==> config.mk <==
export PLATFORM = sky130hd
export DESIGN_NAME = can_bit_timer
export DESIGN_NICKNAME = d
export VERILOG_FILES = /design/src/rtl/can_bt_pkg.sv /design/src/rtl/can_bt_prescaler.sv /design/src/rtl/can_bt_rxsync.sv /design/src/rtl/can_bt_seq.sv /design/src/rtl/can_bit_timer.sv
export SDC_FILE = /design/constraint.sdc
export NUM_CORES = 1
export LEC_CHECK = 0
export BUFFER_PORTS_ARGS = -buffer_cell sky130_fd_sc_hd__clkbuf_2
export CAP_MARGIN = 20
export CORE_AREA = 2 2 85 87
export CTS_CLUSTER_SIZE = 16
export DETAILED_ROUTE_END_ITERATION = 7
export DIE_AREA = 0 0 87 89
export PLACE_DENSITY_LB_ADDON = 0.3
export SYNTH_ARGS = -nofsm -noshare
export SYNTH_HDL_FRONTEND = slang
export SYNTH_SLANG_ARGS = --single-unit
==> constraint.sdc <==
create_clock -name clk -period 10.85 [get_ports clk]
set_clock_uncertainty 0.1 [all_clocks]
set_input_delay 1.085 -clock clk [delete_from_list [all_inputs] [get_ports clk]]
set_output_delay 1.085 -clock clk [all_outputs]
set_load 0.02 [all_outputs]
==> src/rtl/can_bt_pkg.sv <==
package can_bt_pkg;
  typedef enum logic [1:0] {
    SEG_SYNC = 2'd0,
    SEG_ONE  = 2'd1,
    SEG_TWO  = 2'd2
  } can_seg_e;
endpackage

==> src/rtl/can_bt_prescaler.sv <==
module can_bt_prescaler #(
  parameter int DIV_W = 10
) (
  input  logic             clk,
  input  logic             rst_n,
  input  logic [DIV_W-1:0] div_m1,
  output logic             tq_tick
);
  logic [DIV_W-1:0] cnt_q, cnt_d;

  always_comb begin
    tq_tick = (cnt_q == div_m1);
    cnt_d   = tq_tick ? '0 : cnt_q + 1'b1;
  end

  always_ff @(posedge clk or negedge rst_n) begin
    if (!rst_n) cnt_q <= '0;
    else        cnt_q <= cnt_d;
  end
endmodule

==> src/rtl/can_bt_rxsync.sv <==
module can_bt_rxsync #(
  parameter int STAGES = 2
) (
  input  logic clk,
  input  logic rst_n,
  input  logic tq_tick,
  input  logic rx_raw,
  output logic rx_lvl,
  output logic fall_edge
);
  logic [STAGES-1:0] sh_q;
  logic              last_q;

  generate
    if (STAGES == 1) begin : g_one
      always_ff @(posedge clk or negedge rst_n) begin
        if (!rst_n) sh_q <= '1;
        else        sh_q <= rx_raw;
      end
    end else begin : g_chain
      always_ff @(posedge clk or negedge rst_n) begin
        if (!rst_n) sh_q <= '1;
        else        sh_q <= {sh_q[STAGES-2:0], rx_raw};
      end
    end
  endgenerate

  assign rx_lvl    = sh_q[STAGES-1];
  assign fall_edge = last_q & ~rx_lvl;

  always_ff @(posedge clk or negedge rst_n) begin
    if (!rst_n)       last_q <= 1'b1;
    else if (tq_tick) last_q <= rx_lvl;
  end
endmodule

==> src/rtl/can_bt_seq.sv <==
module can_bt_seq
  import can_bt_pkg::*;
#(
  parameter int TS1_W = 4,
  parameter int TS2_W = 3,
  parameter int SJW_W = 2
) (
  input  logic             clk,
  input  logic             rst_n,
  input  logic             tq_tick,
  input  logic             fall_edge,
  input  logic             rx_lvl,
  input  logic             sync_hard,
  input  logic [TS1_W-1:0] tseg1,
  input  logic [TS2_W-1:0] tseg2,
  input  logic [SJW_W-1:0] sjw,
  output logic             sample_stb,
  output logic             sample_bit,
  output logic             tx_stb
);
  localparam int CNT_W = ((TS1_W > TS2_W) ? TS1_W : TS2_W) + 2;
  typedef logic [CNT_W-1:0] cnt_t;

  can_seg_e seg_q, seg_d;
  cnt_t     cnt_q, cnt_d, ext_q, ext_d, shr_q, shr_d;
  logic     rs_q, rs_d, smp_d, tx_d, bit_q, bit_d, smp_q, tx_q;
  cnt_t     ts1_f, ts2_f, sjw_f, len1, len2, e_late, e_early;
  logic     resync;

  function automatic cnt_t cap(input cnt_t a, input cnt_t b);
    return (a < b) ? a : b;
  endfunction

  always_comb begin
    seg_d   = seg_q;
    cnt_d   = cnt_q;
    ext_d   = ext_q;
    shr_d   = shr_q;
    rs_d    = rs_q;
    smp_d   = 1'b0;
    tx_d    = 1'b0;
    bit_d   = bit_q;
    ts1_f   = cnt_t'(tseg1) + 1'b1;
    ts2_f   = cnt_t'(tseg2) + 1'b1;
    sjw_f   = cnt_t'(sjw) + 1'b1;
    e_late  = cnt_q + 1'b1;
    e_early = ts2_f - cnt_q;
    len1    = ts1_f + ext_q;
    len2    = ts2_f - shr_q;
    resync  = fall_edge && !sync_hard && !rs_q;
    if (tq_tick) begin
      if (fall_edge && sync_hard) begin
        seg_d = SEG_ONE;
        cnt_d = '0;
        ext_d = '0;
        shr_d = '0;
        rs_d  = 1'b0;
        tx_d  = 1'b1;
      end else begin
        unique case (seg_q)
          SEG_SYNC: begin
            seg_d = SEG_ONE;
            cnt_d = '0;
          end
          SEG_ONE: begin
            if (resync) begin
              ext_d = cap(e_late, sjw_f);
              rs_d  = 1'b1;
              len1  = ts1_f + ext_d;
            end
            if (cnt_q == len1 - 1'b1) begin
              seg_d = SEG_TWO;
              cnt_d = '0;
              smp_d = 1'b1;
              bit_d = rx_lvl;
            end else begin
              cnt_d = cnt_q + 1'b1;
            end
          end
          default: begin
            if (resync && (e_early <= sjw_f)) begin
              seg_d = SEG_ONE;
              cnt_d = '0;
              ext_d = '0;
              shr_d = '0;
              rs_d  = 1'b0;
              tx_d  = 1'b1;
            end else begin
              if (resync) begin
                shr_d = sjw_f;
                rs_d  = 1'b1;
                len2  = ts2_f - sjw_f;
              end
              if (cnt_q == len2 - 1'b1) begin
                seg_d = SEG_SYNC;
                cnt_d = '0;
                ext_d = '0;
                shr_d = '0;
                rs_d  = 1'b0;
                tx_d  = 1'b1;
              end else begin
                cnt_d = cnt_q + 1'b1;
              end
            end
          end
        endcase
      end
    end
  end

  always_ff @(posedge clk or negedge rst_n) begin
    if (!rst_n) begin
      seg_q <= SEG_SYNC;
      cnt_q <= '0;
      ext_q <= '0;
      shr_q <= '0;
      rs_q  <= 1'b0;
      smp_q <= 1'b0;
      tx_q  <= 1'b0;
      bit_q <= 1'b1;
    end else begin
      seg_q <= seg_d;
      cnt_q <= cnt_d;
      ext_q <= ext_d;
      shr_q <= shr_d;
      rs_q  <= rs_d;
      smp_q <= smp_d;
      tx_q  <= tx_d;
      bit_q <= bit_d;
    end
  end

  assign sample_stb = smp_q;
  assign sample_bit = bit_q;
  assign tx_stb     = tx_q;
endmodule

==> src/rtl/can_bit_timer.sv <==
module can_bit_timer #(
  parameter int BRP_W  = 6,
  parameter int BRPE_W = 4,
  parameter int TS1_W  = 4,
  parameter int TS2_W  = 3,
  parameter int SJW_W  = 2,
  parameter int SYNC_N = 2
) (
  input  logic              clk,
  input  logic              rst_n,
  input  logic [BRP_W-1:0]  cfg_brp,
  input  logic [BRPE_W-1:0] cfg_brpe,
  input  logic [TS1_W-1:0]  cfg_tseg1,
  input  logic [TS2_W-1:0]  cfg_tseg2,
  input  logic [SJW_W-1:0]  cfg_sjw,
  input  logic              sync_hard,
  input  logic              rx_raw,
  output logic              sample_stb,
  output logic              sample_bit,
  output logic              tx_stb
);
  localparam int DIV_W = BRP_W + BRPE_W;

  logic [DIV_W-1:0] div_m1;
  logic             tq_tick;
  logic             rx_lvl;
  logic             fall_edge;

  assign div_m1 = {cfg_brpe, cfg_brp};

  can_bt_prescaler #(.DIV_W(DIV_W)) u_div (
    .clk     (clk),
    .rst_n   (rst_n),
    .div_m1  (div_m1),
    .tq_tick (tq_tick)
  );

  can_bt_rxsync #(.STAGES(SYNC_N)) u_rx (
    .clk       (clk),
    .rst_n     (rst_n),
    .tq_tick   (tq_tick),
    .rx_raw    (rx_raw),
    .rx_lvl    (rx_lvl),
    .fall_edge (fall_edge)
  );

  can_bt_seq #(.TS1_W(TS1_W), .TS2_W(TS2_W), .SJW_W(SJW_W)) u_seq (
    .clk        (clk),
    .rst_n      (rst_n),
    .tq_tick    (tq_tick),
    .fall_edge  (fall_edge),
    .rx_lvl     (rx_lvl),
    .sync_hard  (sync_hard),
    .tseg1      (cfg_tseg1),
    .tseg2      (cfg_tseg2),
    .sjw        (cfg_sjw),
    .sample_stb (sample_stb),
    .sample_bit (sample_bit),
    .tx_stb     (tx_stb)
  );
endmodule

==> results.ini <==
[synth]
ys_ff_latch = 34
synth_compound_area_share_pct = 13.92
synth_cells = 310
async_reset_ff_share_pct = 100.0
synth.distinct_cells = 51
synth-seq-area-share_pct = 30.33
synth_top_family_by_area = simple AND/OR/NAND/NOR gates
synth_flop_cell = dfrtp_1
synth_edf_count = 0
netlist_top_cells_area = dfrtp_1 (27%), ha_1 (11%), xnor2_1 (7.8%)
synth_xor_xnor_area_share_pct = 14.41
syn_nets = 360
yosys_warnings = 0
synthMuxAreaShare_pct = 5.809
synthAdderAreaFrac_pct = 12.77
yosysTopAreaCell = dfrtp_1
syn_area_mm2 = 0.002821
netlist.area_leader.share_pct = 26.61
synth_area_per_cell_um2 = 9.101
synth-simple-area-share_pct = 19.11

[global_routing]
grt.total_usage_pct = 16.68
antenna_found_initial = 0
grt_pass1_wl_um = 10180
global_route.overflow_total = 0
grt_pass1_vias = 2225
grt_max_degree = 35

[worst_setup_path]
worstPathArrival_ns = 5.64
required_ns = 10.93
crit_end = u_seq.cnt_q[0]
startpoint = cfg_sjw[0]
critPathKind = in2reg
r2r_start = u_seq.cnt_q[0]
worstReg2RegEnd = u_seq.cnt_q[0]
cp_slowest_stage_delay_ns = 0.48
cp-start-kind = input pin
rr_worst_depth = 18
reg2reg_slack_ns = 5.69
crit_path_top_delay_cell = a211oi_1
cpMostUsedCell = ha_1
crit_fanout = 8
cp-end-kind = flip-flop
path_cells = clkbuf_2, ha_1, inv_1, ha_1, a21o_1, a211oi_1, mux2_2, o21ai_0, ha_1, inv_1, fa_1, nand2b_1, a21oi_1, xnor2_1, xnor2_1, o31ai_1, nand3_1, a32oi_4, nor2_1, mux2_2

[clock_tree]
cts_buffers = 5
clk_pin_slew_ns = 0.07
htreeDepth = 2
root_buffer = clkbuf_8
cts-resized-gates = 0
cts_tree = built
cts_sinks = 34
cts_setup_buffers = 0
cts_buffer_depth = 2
insertion_delay_ns = 0.29
holdBufCountCts = 0

[floorplanning]
ios = 26
die-area_mm2 = 0.007743
row_count = 30
coreArea_mm2 = 0.006719
die_y_um = 89
die_w_um = 87
start_util_pct = 41.99

[sta]
setup_violations = 0
fmax_mhz = 179.8
rsz0062_at_grt = false
setup_slack_ns = 5.288
tightest_slew_ns = 0.8280
slew-limit-headroom_pct = 44.80
min_period_over_period_pct = 51.26
final_max_slew_viol_count = 0
final.min_clock_period_ns = 5.562
fin_setup_tns_ns = 0
hold_violations = 0

[drt]
drc_errors = 0
via_per_inst = 5.375
detail-route-antenna-nets = 0
drt-initial-drc-count = 75
routed_wl_um = 5745
wire_per_inst_um = 13.81
vias = 2236
dr.pass1.iters = 4

[hold_path]
hold_class = reg2reg
hp-start = u_rx.sh_q[0]

[power]
leakage_nw = 1.460
irDropWorstVdd_mv = 0.09227
powerDensity_mw_per_mm2 = 127.8

[placement]
postPlaceCellArea_mm2 = 0.003029
portBuffers = 25
pre_cts_slack_ns = 5.004
gp_congestion = 0.8115
hpwl_um = 4495

[layout]
drive_gt1_share_pct = 16.96
layout_commonest_cell = nor2_1
final_core_util_pct = 46.82
final_cell_mix = nor2_1 (32), dfrtp_1 (30), xnor2_1 (25), clkbuf_2 (25), ha_1 (24)
fin_nets = 385
syn_to_final_growth_pct = 11.49
final_area_mm2 = 0.003146
antennaDiodeCount = 0

[outcome]
status = complete, no violations

[flow_run]
drv_cap = 0

==> synthesized netlist by cell type (6+ instances only) <==
cell      instances
a21oi_1           8
mux2_2           11
nor2b_1          12
xnor2_1          25
xor2_1           17
o21ai_0          17
nand2_1          18
ha_1             24
dfrtp_1          30
a31oi_1           6
nand3_1          13
nor3_1            6
inv_1            19
clkbuf_1          6
nor2_1           32
==> layer usage <==
metal  global-route usage [%]  part of all wire [%]  up-vias
met5                        0                     0        -
met1                    22.36                    49     1063
met3                    2.216                   2.2       10
met4                    5.966                   1.8        0
li1                         -                     -     1131
met2                    27.76                    47       32
==> per-stage QoR <==
step / total power, mW / hold WS (ns) / std cells
floorplan: 0.2542 / 0.2452 / 310
global placement: 0.2823 / 0.2484 / 408
detailed placement: 0.2849 / 0.2488 / 408
CTS: 0.4071 / 0.2585 / 416
global route: 0.4315 / 0.2594 / 416
finish: 0.4022 / 0.2556 / 416
==> kinds of logic (layout without fill, tap and decap cells) <==
group | Yosys count | in the layout
fa+ha+maj | 27 | 27
mux | 15 | 15
xor+xnor | 44 | 44
compound gates | 55 | 55
buf+inv | 27 | 53
simple gates | 108 | 108
flops | 34 | 34
==> worst max-delay path, delay by kind of cell <==
family / cells / cell delay, ns
AND/OR/NAND/NOR: 3 / 0.50
XOR/XNOR: 2 / 0.31
adder cells (fa/ha/maj): 4 / 1.23
buffers and inverters: 3 / 0.27
AO/OA/AOI/OAI: 6 / 1.57
multiplexers: 2 / 0.69
==> cell type report <==
| type | count | area (µm²) |
|---|---|---|
| clock inverters | 1 | 30.03 |
| fillers | 642 | 3573 |
| well taps | 80 | 100.1 |
| flip-flops and latches | 34 | 855.8 |
| inverters | 19 | 71.32 |
| multi-input cells | 249 | 1869 |
| clock buffers | 7 | 86.33 |
| repair buffers | 26 | 132.6 |
==> registers in the layout (all words and copies together), names as in the netlist <==
name,count
u_rx.sh_q,2
u_seq.tx_stb,1
u_seq.rs_q,1
u_div.cnt_q,10
u_seq.sample_stb,1
u_rx.last_q,1
u_seq.sample_bit,1
u_seq.seg_q,2
u_seq.ext_q,6
u_seq.shr_q,3
u_seq.cnt_q,6
==> report_power, final <==
part	internal, mW	total [mW]	switching, mW	leakage, nW
logic	0.0576	0.117	0.0596	0.959
clock network	0.0748	0.119	0.0444	0.0585
registers	0.143	0.166	0.0230	0.443
total	0.275	0.402	0.127	1.46
==> how the worst min path moves through the flow <==
stage                   endpoint  slack, ns  cells past startpoint
finish              u_rx.sh_q[1]       0.26                      0
global route        u_rx.sh_q[1]       0.26                      0
CTS                 u_rx.sh_q[1]       0.26                      0
detailed placement  u_rx.sh_q[1]       0.25                      0
global placement    u_rx.sh_q[1]       0.25                      0
floorplan           u_rx.sh_q[1]       0.25                      0
Power figures use the tool's default switching activity.
